File: src/rtl/wsbus_pkg.sv
`timescale 1ns/1ps
// Shared types and configuration field positions for the wait-state bus sequencer.
// Assumes an 8-bit configuration word; positions below are what the host software decodes.
package wsbus_pkg;
    localparam int CFG_W          = 8;
    localparam int WS_W           = 3;
    localparam int CFG_BIT_RDY    = 0;
    localparam int CFG_LSB_WAIT   = 1;
    localparam int CFG_BIT_MASTER = 4;
    localparam int CFG_BIT_RUN    = 5;
    localparam int STAT_W         = 3;

    typedef enum logic [1:0] {
        ST_IDLE = 2'd0,
        ST_CMD  = 2'd1,
        ST_GAP  = 2'd2
    } seq_state_t;

    typedef struct packed {
        logic            run;
        logic            master;
        logic [WS_W-1:0] waits;
        logic            rdy_en;
    } cfg_t;
endpackage

File: src/rtl/wsbus_sync.sv
`timescale 1ns/1ps
// Multi-stage synchronizer for one asynchronous input bit.
// Assumes STAGES >= 2; resets every stage to RESET_VAL.
module wsbus_sync #(
    parameter int   STAGES    = 2,
    parameter logic RESET_VAL = 1'b1
) (
    input  logic clk,
    input  logic rst_n,
    input  logic d,
    output logic q
);
    logic [STAGES-1:0] chain;

    genvar gi;
    generate
        for (gi = 0; gi < STAGES; gi++) begin : g_stage
            // Shift one stage of the synchronizer chain.
            always_ff @(posedge clk) begin
                if (!rst_n)
                    chain[gi] <= RESET_VAL;
                else if (gi == 0)
                    chain[gi] <= d;
                else
                    chain[gi] <= chain[(gi == 0) ? 0 : gi-1];
            end
        end
    endgenerate

    assign q = chain[STAGES-1];
endmodule

File: src/rtl/wsbus_regs.sv
`timescale 1ns/1ps
// Configuration and status registers.
// A write with the run bit clear empties the configuration (soft reset); a write
// with it set loads every field. Status is a one-clock registered copy of the inputs.
module wsbus_regs
    import wsbus_pkg::*;
(
    input  logic              clk,
    input  logic              rst_n,
    input  logic              cfg_we,
    input  logic [CFG_W-1:0]  cfg_wdata,
    output cfg_t              cfg,
    output logic [CFG_W-1:0]  cfg_q,
    input  logic              hold_in,
    input  logic              irq1_in,
    input  logic              irq2_in,
    output logic [STAT_W-1:0] stat_q
);
    localparam cfg_t CFG_RESET = '{run: 1'b1, master: 1'b0, waits: '0, rdy_en: 1'b0};

    cfg_t cfg_r;

    // Load or clear the configuration word on a host write.
    always_ff @(posedge clk) begin
        if (!rst_n)
            cfg_r <= CFG_RESET;
        else if (cfg_we) begin
            if (cfg_wdata[CFG_BIT_RUN])
                cfg_r <= '{run:    1'b1,
                           master: cfg_wdata[CFG_BIT_MASTER],
                           waits:  cfg_wdata[CFG_LSB_WAIT +: WS_W],
                           rdy_en: cfg_wdata[CFG_BIT_RDY]};
            else
                cfg_r <= '0;
        end
    end

    // Register the hold and interrupt inputs for the status word.
    always_ff @(posedge clk) begin
        if (!rst_n)
            stat_q <= '0;
        else
            stat_q <= {irq2_in, irq1_in, hold_in};
    end

    // Place configuration fields at their readback positions.
    always_comb begin
        cfg_q                             = '0;
        cfg_q[CFG_BIT_RDY]                = cfg_r.rdy_en;
        cfg_q[CFG_LSB_WAIT +: WS_W]       = cfg_r.waits;
        cfg_q[CFG_BIT_MASTER]             = cfg_r.master;
        cfg_q[CFG_BIT_RUN]                = cfg_r.run;
    end

    assign cfg = cfg_r;
endmodule

File: src/rtl/wsbus_seq.sv
`timescale 1ns/1ps
// Bus cycle sequencer: idle -> command (wait states, then ready) -> recovery gap.
// Assumes rdy_sync_n is already synchronized; GAP_CYC recovery clocks keep a ready
// release on the trailing strobe edge out of the next cycle.
module wsbus_seq
    import wsbus_pkg::*;
#(
    parameter int DW      = 16,
    parameter int AW      = 16,
    parameter int GAP_CYC = 2
) (
    input  logic            clk,
    input  logic            srst_n,
    input  logic            master,
    input  logic            rdy_en,
    input  logic [WS_W-1:0] waits,
    input  logic            req,
    input  logic            req_we,
    input  logic [AW-1:0]   req_addr,
    input  logic [DW-1:0]   req_wdata,
    input  logic            rdy_sync_n,
    input  logic [DW-1:0]   bus_d_in,
    output logic            ack,
    output logic [DW-1:0]   rd_data,
    output logic            bus_rd_n,
    output logic            bus_wr_n,
    output logic            bus_sel_n,
    output logic [AW-1:0]   bus_addr,
    output logic [DW-1:0]   bus_d_out,
    output logic            bus_d_oe
);
    localparam int GCW = $clog2(GAP_CYC + 1);

    seq_state_t      state;
    logic [WS_W-1:0] wcnt;
    logic [GCW-1:0]  gcnt;
    logic            we_q;
    logic            rdy_en_q;
    logic [AW-1:0]   addr_q;
    logic [DW-1:0]   wdata_q;
    logic [DW-1:0]   rdata_q;
    logic            oe_q;
    logic            ack_q;
    logic            cmd_done;

    // The cycle ends once waits are spent and, if enabled, ready is low.
    assign cmd_done = (wcnt == '0) && (!rdy_en_q || !rdy_sync_n);

    // Step the cycle state and its wait / recovery counters.
    always_ff @(posedge clk) begin
        if (!srst_n) begin
            state    <= ST_IDLE;
            wcnt     <= '0;
            gcnt     <= '0;
            we_q     <= 1'b0;
            rdy_en_q <= 1'b0;
            addr_q   <= '0;
            wdata_q  <= '0;
            oe_q     <= 1'b0;
        end else begin
            unique case (state)
                ST_IDLE: if (req && master) begin
                    state    <= ST_CMD;
                    wcnt     <= waits;
                    rdy_en_q <= rdy_en;
                    we_q     <= req_we;
                    addr_q   <= req_addr;
                    wdata_q  <= req_wdata;
                    oe_q     <= req_we;
                end
                ST_CMD: begin
                    if (wcnt != '0)
                        wcnt <= wcnt - 1'b1;
                    else if (cmd_done) begin
                        state <= ST_GAP;
                        gcnt  <= GCW'(GAP_CYC - 1);
                    end
                end
                ST_GAP: begin
                    oe_q <= 1'b0;
                    if (gcnt == '0)
                        state <= ST_IDLE;
                    else
                        gcnt <= gcnt - 1'b1;
                end
                default: state <= ST_IDLE;
            endcase
        end
    end

    // Pulse ack and capture read data on the completing edge.
    always_ff @(posedge clk) begin
        if (!srst_n) begin
            ack_q   <= 1'b0;
            rdata_q <= '0;
        end else begin
            ack_q <= (state == ST_CMD) && cmd_done;
            if ((state == ST_CMD) && cmd_done && !we_q)
                rdata_q <= bus_d_in;
        end
    end

    assign bus_rd_n  = !((state == ST_CMD) && !we_q);
    assign bus_wr_n  = !((state == ST_CMD) &&  we_q);
    assign bus_sel_n = (state != ST_CMD);
    assign bus_addr  = addr_q;
    assign bus_d_out = wdata_q;
    assign bus_d_oe  = oe_q;
    assign ack       = ack_q;
    assign rd_data   = rdata_q;
endmodule

File: src/rtl/wsbus_ctrl.sv
`timescale 1ns/1ps
// Top of the wait-state bus controller: registers, ready synchronizer and sequencer.
// Assumes the host holds req until ack; a run-bit-clear write resets everything but
// the status word on the same edge it is written.
module wsbus_ctrl
    import wsbus_pkg::*;
#(
    parameter int DW          = 16,
    parameter int AW          = 16,
    parameter int SYNC_STAGES = 2
) (
    input  logic              clk,
    input  logic              rst_n,
    input  logic              cfg_we,
    input  logic [CFG_W-1:0]  cfg_wdata,
    output logic [CFG_W-1:0]  cfg_q,
    output logic [STAT_W-1:0] stat_q,
    input  logic              req,
    input  logic              req_we,
    input  logic [AW-1:0]     req_addr,
    input  logic [DW-1:0]     req_wdata,
    output logic              ack,
    output logic [DW-1:0]     rd_data,
    output logic              bus_cmd_oe,
    output logic              bus_rd_n,
    output logic              bus_wr_n,
    output logic              bus_sel_n,
    output logic [AW-1:0]     bus_addr,
    output logic [DW-1:0]     bus_d_out,
    output logic              bus_d_oe,
    input  logic [DW-1:0]     bus_d_in,
    input  logic              bus_rdy_n,
    input  logic              hold_in,
    input  logic              irq1_in,
    input  logic              irq2_in
);
    cfg_t cfg;
    logic soft_clr;
    logic srst_n;
    logic rdy_sync_n;

    wsbus_regs u_regs (
        .clk       (clk),
        .rst_n     (rst_n),
        .cfg_we    (cfg_we),
        .cfg_wdata (cfg_wdata),
        .cfg       (cfg),
        .cfg_q     (cfg_q),
        .hold_in   (hold_in),
        .irq1_in   (irq1_in),
        .irq2_in   (irq2_in),
        .stat_q    (stat_q)
    );

    // Soft reset takes effect on the very edge that writes the run bit low.
    assign soft_clr = cfg_we && !cfg_wdata[CFG_BIT_RUN];
    assign srst_n   = rst_n && cfg.run && !soft_clr;

    wsbus_sync #(
        .STAGES    (SYNC_STAGES),
        .RESET_VAL (1'b1)
    ) u_rdy_sync (
        .clk   (clk),
        .rst_n (srst_n),
        .d     (bus_rdy_n),
        .q     (rdy_sync_n)
    );

    wsbus_seq #(
        .DW      (DW),
        .AW      (AW),
        .GAP_CYC (SYNC_STAGES)
    ) u_seq (
        .clk        (clk),
        .srst_n     (srst_n),
        .master     (cfg.master),
        .rdy_en     (cfg.rdy_en),
        .waits      (cfg.waits),
        .req        (req),
        .req_we     (req_we),
        .req_addr   (req_addr),
        .req_wdata  (req_wdata),
        .rdy_sync_n (rdy_sync_n),
        .bus_d_in   (bus_d_in),
        .ack        (ack),
        .rd_data    (rd_data),
        .bus_rd_n   (bus_rd_n),
        .bus_wr_n   (bus_wr_n),
        .bus_sel_n  (bus_sel_n),
        .bus_addr   (bus_addr),
        .bus_d_out  (bus_d_out),
        .bus_d_oe   (bus_d_oe)
    );

    assign bus_cmd_oe = cfg.master;
endmodule

File: config.mk
export PLATFORM = sky130hd
export DESIGN_NAME = wsbus_ctrl
export DESIGN_NICKNAME = d
export VERILOG_FILES = /design/src/rtl/wsbus_pkg.sv /design/src/rtl/wsbus_sync.sv /design/src/rtl/wsbus_regs.sv /design/src/rtl/wsbus_seq.sv /design/src/rtl/wsbus_ctrl.sv
export SDC_FILE = /design/constraint.sdc
export NUM_CORES = 1
export LEC_CHECK = 0
export BUFFER_PORTS_ARGS = -buffer_cell sky130_fd_sc_hd__buf_2
export CAP_MARGIN = 5
export CORE_MARGIN = 2
export CORE_UTILIZATION = 40
export DETAILED_ROUTE_END_ITERATION = 10
export GPL_TIMING_DRIVEN = 0
export PLACE_DENSITY = 0.74
export SETUP_SLACK_MARGIN = 0.3
export SLEW_MARGIN = 10
export SYNTH_ARGS = -nofsm -noshare
export SYNTH_HDL_FRONTEND = slang
export SYNTH_SLANG_ARGS = --single-unit
File: constraint.sdc
create_clock -name clk -period 1.8 [get_ports clk]
set_clock_uncertainty 0.05 [all_clocks]
set_input_delay 0.54 -clock clk [delete_from_list [all_inputs] [get_ports clk]]
set_output_delay 0.54 -clock clk [all_outputs]
set_load 0.02 [all_outputs]
==> impl_metrics.toml, run 1 <==
[status]
status = "finished clean"

[worst_setup_path]
criticalPathCategory = "reg2out"
cp.arrival_ns = 1.18
worst-r2r-cell-count = 9
worstSetupStartpointType = "flip-flop"
worst-endpoint-required_ns = 1.21
critical_path_maximum_fanout = 5
endpoint_kind = "primary output"
reg2reg_from = "u_seq.wcnt[0]"
worst_r2r_endpoint = "u_seq.rd_data[15]"
r2r_setup_slack_ns = 0.03

[global_route]
first_global_vias = 2443
groute.usage.overall_pct = 18.6
grt-ovfl-total = 0
grt_max_degree = 13
grt_antenna_before_repair = 0
grt_first_pass_wirelength_um = 10800

[yosys]
largest_family_of_logic_cells_by_synthesized_area = "simple AND/OR/NAND/NOR gates"
parity_gate_share_of_the_synthesized_area_counting_xor_and_xnor_cells_pct = 0
syn-cell-area_mm2 = 0.00257
netlist_instances = 314
synth-seq-cells = 70
synth.area.top_cells = "sky130_fd_sc_hd__dfxtp_1 55%, sky130_fd_sc_hd__nand2_1 16%, sky130_fd_sc_hd__a21oi_1 12%"
synthDominantAreaCellType = "sky130_fd_sc_hd__dfxtp_1"
post_synth_fa_ha_maj_area_fraction_pct = 1.46
synth_enable_flop_cells = 0
muxShareOfSynthArea_pct = 0
synth_compound_gate_area_share_pct = 14.5
synthDistinctLibCells = 30
ys_warn_count = 0
asr_flop_ratio_synth_pct = 0
synthDominantCellAreaShare_pct = 54.5
postSynth.topFlopCell = "sky130_fd_sc_hd__dfxtp_1"
synth_simple_gate_area_share_pct = 24.2
synth.yosys.seq_area_share_pct = 54.5
synthesis.area_per_instance_um2 = 8.19

[detailed_routing]
wirelength_um = 7040
detail_route.first_pass.iterations = 5
routed_wire_length_per_instance_um = 12.8
detail_route.iter0.violations = 62
vias = 2627
antenna_left = 0
drt_drc_violations_left = 0
vias_per_cell = 4.78

[hold_path]
whs_path_depth = 2
hold-path-endpoint = "u_rdy_sync.chain[0]"
worstHoldStart = "bus_rdy_n"
hold_class = "in2reg"

[placed_design]
place_hpwl_um = 4570
post-place-ws_ns = -0.119
place.port_buffers = 124
gp_congestion = 0.770

[floorplan]
die_height_um = 84.2
start_util_pct = 41.0
num_io_pins = 130
die-area_mm2 = 0.00709
core.rowCount = 29
core_region_area_mm2 = 0.00628
die_w_um = 84.2

[sta]
postLayoutSetupSlackWorst_ns = 0.0323
slew_violations = 0
finalSetupViolations = 0
timing_worst_slew_pin_value_ns = 0.653
timing.final.crit_period_ns = 1.77
rsz0062_at_grt = "yes"
final_critical_path_share_of_the_clock_period_pct = 98.2
whs_ns = 0.349
achievable-frequency_mhz = 566
slew-limit-headroom_pct = 56.4
finalHoldViolCount = 0

[power_and_ir_drop]
vdd.ir_drop.worst_mv = 0.631
pwr_density_cell_mw_per_mm2 = 781
cell_leakage_power_uw = 0.00177

[clock_network]
ctsHtreeMaxLevel = 3
cts_root_buf = "sky130_fd_sc_hd__clkbuf_8"
cts_tree = "done"
clock_insertion_delay_worst_skew_ns = 0.33
ctsLongestPathBuffers = 2
cts_inserted_buffers = 9
reg_clk_slew_reported_paths_ns = 0.08
ctsHoldBuffers = 0
cts_num_sinks = 70

[layout]
n_antenna_cell = 0
syn2layout_area_growth_pct = 62.9
most_common_cell_after_layout_fill_and_taps_aside = "sky130_fd_sc_hd__buf_2"
sequential_cell_area_mm2 = 0.00142
most-common-layout-cells = "111 x sky130_fd_sc_hd__buf_2, 76 x sky130_fd_sc_hd__nand2_1, 59 x sky130_fd_sc_hd__dfxtp_1"
drive_gt1_share_pct = 55.2
final_nets = 536
n_fill_cell = 543
multi_input_area_mm2 = 0.00137

[run]
max-cap-violations = 0
metrics by stage:
step / area [um2] / total power (uW) / utilization (%) / TNS (ns) / instances
2_1_floorplan: 2620 / 1720 / - / 0 / 315
3_3_place_gp: 3340 / 1820 / 53.2 / -1.81 / 516
3_5_place_dp: 3340 / 1830 / 53.2 / -2.63 / 516
4_1_cts: 3860 / 3280 / 61.6 / 0 / 543
5_1_grt: 4190 / 3400 / 66.7 / -0.0409 / 550
6_report: 4190 / 3270 / 66.7 / 0 / 550
per-layer routing:
| layer | part of all wire, % | vias up | global-route usage [%] |
|---|---|---|---|
| met2 | 52 | 80 | 32.5 |
| li1 | - | 1320 | - |
| met1 | 42 | 1215 | 21.8 |
| met5 | 0 | - | 0 |
| met4 | 1.6 | 0 | 7.92 |
| met3 | 5.0 | 12 | 4.52 |
layout make-up:
type,instances,area share [%]
clock inverters,5,1.94
plain buffers,22,4.33
flip-flops and latches,70,33.9
clock buffers,11,3.62
inverters,6,0.657
multi-input cells,217,32.6
well taps,77,2.30
repair buffers,142,20.6
synthesized netlist by cell type (all sizes together), types with 3 or more instances:
cell type,n
a21oi,62
and2,4
buf,8
clkbuf,14
dfxtp,70
ha,3
inv,6
nand2,107
nand2b,6
nor2,3
nor2b,10
o21ai,3
or2,3
critical path, cell delays in order (launching register included):
cell and delay, ns:
sky130_fd_sc_hd__dfxtp_4 0.36, sky130_fd_sc_hd__and2b_1 0.16, sky130_fd_sc_hd__buf_6 0.14, sky130_fd_sc_hd__inv_6 0.08, sky130_fd_sc_hd__buf_6 0.11
sequential cells by signal (all words and copies together), names as in the netlist:
name	count
u_rdy_sync.chain	1
u_rdy_sync.q	1
u_regs.cfg	6
u_regs.stat_q	3
u_seq.ack	1
u_seq.bus_addr	16
u_seq.bus_d_oe	1
u_seq.bus_d_out	16
u_seq.gcnt	2
u_seq.rd_data	16
u_seq.rdy_en_q	1
u_seq.state	2
u_seq.wcnt	3
u_seq.we_q	1
worst max path at each step:
stage / slack [ns] / end / from
after CTS: 0.03 / bus_wr_n / u_seq.state[1]
after global routing: -0.01 / bus_sel_n / u_seq.state[0]
after global placement: -0.11 / u_rdy_sync.q / rst_n
after floorplan: 0.08 / u_seq.rd_data[0] / u_seq.wcnt[1]
final: 0.03 / bus_sel_n / u_seq.state[0]
after detailed placement: -0.12 / u_seq.bus_d_out[14] / req
timing repair:
action / 4_1_cts / 5_1_grt
pin swaps: 21 / 11
buffers inserted: 10 / 6
resized for setup: 69 / 86
hold endpoints to repair: 0 / 0
setup endpoints to repair: 61 / 62
gates cloned: 1 / 1
logic make-up (layout without fill, tap and decap cells):
logic type | Yosys count | after routing
buf+inv | 28 | 186
simple gates | 141 | 141
fa+ha+maj | 3 | 3
flops | 70 | 70
compound gates | 71 | 71
other cells | 1 | 2
power breakdown:
group          internal (uW)  switching [uW]  total, uW
clock                    856             575       1430
sequential              1570            11.6       1580
combinational            118             144        263
Note: power is estimated with default switching activity, not from simulation.
==> run 2, diff against run 1 <==
Settings changed: RECOVER_POWER from default to 50.
==> impl_metrics.toml, run 2 (synthesized netlist as in run 1, its figures left out) <==
[global_route]
first_global_vias = 2443
grt_antenna_before_repair = 0
grt_max_degree = 13
grt_first_pass_wirelength_um = 10800
groute.usage.overall_pct = 18.6
grt-ovfl-total = 0

[worst_setup_path]
cp.buffers_inverters = 3
setup.worst_path.start = "u_seq.state[0]"
critical_path.slowest_cell = "sky130_fd_sc_hd__dfxtp_4"
worstSetupStartpointType = "flip-flop"
cp.arrival_ns = 1.18
criticalPathCategory = "reg2out"
critical_path_maximum_fanout = 5
r2r_setup_slack_ns = 0.03
crit_top_cell = "sky130_fd_sc_hd__buf_6"
endpoint_kind = "primary output"
reg2reg_from = "u_seq.wcnt[0]"
critical-path-max-stage-delay_ns = 0.36
timing.critical_path.depth = 4
worst-endpoint-required_ns = 1.21
worst-r2r-cell-count = 9
worst_setup_path_endpoint = "bus_sel_n"
critPathTopFamily = "flip-flops"
worst_r2r_endpoint = "u_seq.rd_data[15]"
crit_path_cell_chain = "and2b_1 > buf_6 > inv_6 > buf_6"

[layout]
n_fill_cell = 559
most_common_cell_after_layout_fill_and_taps_aside = "sky130_fd_sc_hd__buf_2"
drive_gt1_share_pct = 50.5
final_nets = 536
syn2layout_area_growth_pct = 61.7
fin_util_pct = 66.2
n_antenna_cell = 0
most-common-layout-cells = "93 x sky130_fd_sc_hd__buf_2, 76 x sky130_fd_sc_hd__nand2_1, 60 x sky130_fd_sc_hd__dfxtp_1"
stdcell_count = 550

[placed_design]
place.port_buffers = 124
gp_congestion = 0.770
dp_cells = 516
place_hpwl_um = 4570

[detailed_routing]
wirelength_um = 7030
vias_per_cell = 4.74
vias = 2605
detail_route.first_pass.iterations = 4
antenna_left = 0
drt_drc_violations_left = 0
detail_route.iter0.violations = 62
routed_wire_length_per_instance_um = 12.8

[floorplan]
start_util_pct = 41.0
die-area_mm2 = 0.00709
die_w_um = 84.2
die_height_um = 84.2
core_region_area_mm2 = 0.00628
core.rowCount = 29
num_io_pins = 130

[power_and_ir_drop]
pwr_density_cell_mw_per_mm2 = 786
vdd.ir_drop.worst_mv = 0.629
cell_leakage_power_uw = 0.00169

[clock_network]
cts_tree = "done"
cts_inserted_buffers = 9
clock_insertion_delay_worst_skew_ns = 0.33
ctsHtreeMaxLevel = 3
cts_root_buf = "sky130_fd_sc_hd__clkbuf_8"
cts_num_sinks = 70
ctsHoldBuffers = 0
ctsLongestPathBuffers = 2
reg_clk_slew_reported_paths_ns = 0.08

[sta]
finalSetupViolations = 0
finalHoldViolCount = 0
rsz0062_at_grt = "yes"
timing_worst_slew_pin_value_ns = 0.648
achievable-frequency_mhz = 565
slew_violations = 0
slew-limit-headroom_pct = 56.8
timing.final.crit_period_ns = 1.77
final_critical_path_share_of_the_clock_period_pct = 98.3

[hold_path]
hold_class = "in2reg"

[run]
max-cap-violations = 0

[status]
status = "finished clean"
-- run 2: worst reg2reg max path, stage by stage, from the launching register on --
cell                      delay, ns
sky130_fd_sc_hd__dfxtp_2       0.33
sky130_fd_sc_hd__inv_2         0.07
sky130_fd_sc_hd__ha_4          0.13
sky130_fd_sc_hd__ha_4          0.12
sky130_fd_sc_hd__a21bo_4       0.22
sky130_fd_sc_hd__or3_4         0.32
sky130_fd_sc_hd__buf_6         0.15
sky130_fd_sc_hd__buf_12        0.14
sky130_fd_sc_hd__nand2_4       0.05
sky130_fd_sc_hd__a21oi_2       0.05
-- run 2: power by group --
part,internal (uW),leakage (uW),switching (uW)
sequential,1570,0.000572,11.6
clock,856,0.000116,575
combinational,115,0.00100,144
total,2540,0.00169,731
-- run 2: how the worst min path moves through the flow --
stage | from | endpoint | slack [ns] | cells past startpoint
2_1_floorplan | u_rdy_sync.chain[0] | u_rdy_sync.q | 0.34 | 1
3_3_place_gp | u_rdy_sync.chain[0] | u_rdy_sync.q | 0.36 | 1
3_5_place_dp | u_rdy_sync.chain[0] | u_rdy_sync.q | 0.36 | 1
4_1_cts | bus_rdy_n | u_rdy_sync.chain[0] | 0.34 | 2
5_1_grt | bus_rdy_n | u_rdy_sync.chain[0] | 0.34 | 2
6_report | bus_rdy_n | u_rdy_sync.chain[0] | 0.35 | 2
-- run 2: layout make-up --
class	instances	area (um2)	share of cell area, %
clock buffers	11	151	3.64
well taps	77	96.3	2.32
repair buffers	142	841	20.2
multi-input cells	217	1360	32.8
inverters	6	27.5	0.662
clock inverters	5	81.3	1.96
flip-flops and latches	70	1420	34.1
plain buffers	22	179	4.30
-- run 2: metrics by stage --
step	setup TNS (ns)	power (uW)	instance area, um2	hold slack [ns]	setup WS (ns)
3_3_place_gp	-1.81	1820	3340	0.356	-0.106
6_report	0	3270	4160	0.347	0.0309
3_5_place_dp	-2.63	1830	3340	0.357	-0.119
2_1_floorplan	0	1720	2620	0.343	0.0798
4_1_cts	0	3280	3860	0.337	0.0277
5_1_grt	-0.0539	3390	4160	0.336	-0.0146
-- run 2: repair_timing --
| item | in CTS | in global routing |
|---|---|---|
| pin swaps | 21 | 11 |
| setup endpoints to repair | 61 | 62 |
| gates cloned | 1 | 1 |
| endpoints found under the hold margin | 0 | 0 |
| gates resized for setup | 69 | 86 |
| buffers inserted | 10 | 6 |
-- run 2: metal layers --
layer | global-route usage (%) | share of wire, %
met2 | 32.5 | 51
met1 | 21.8 | 42
met5 | 0 | 0
met4 | 7.92 | 1.9
met3 | 4.52 | 4.7
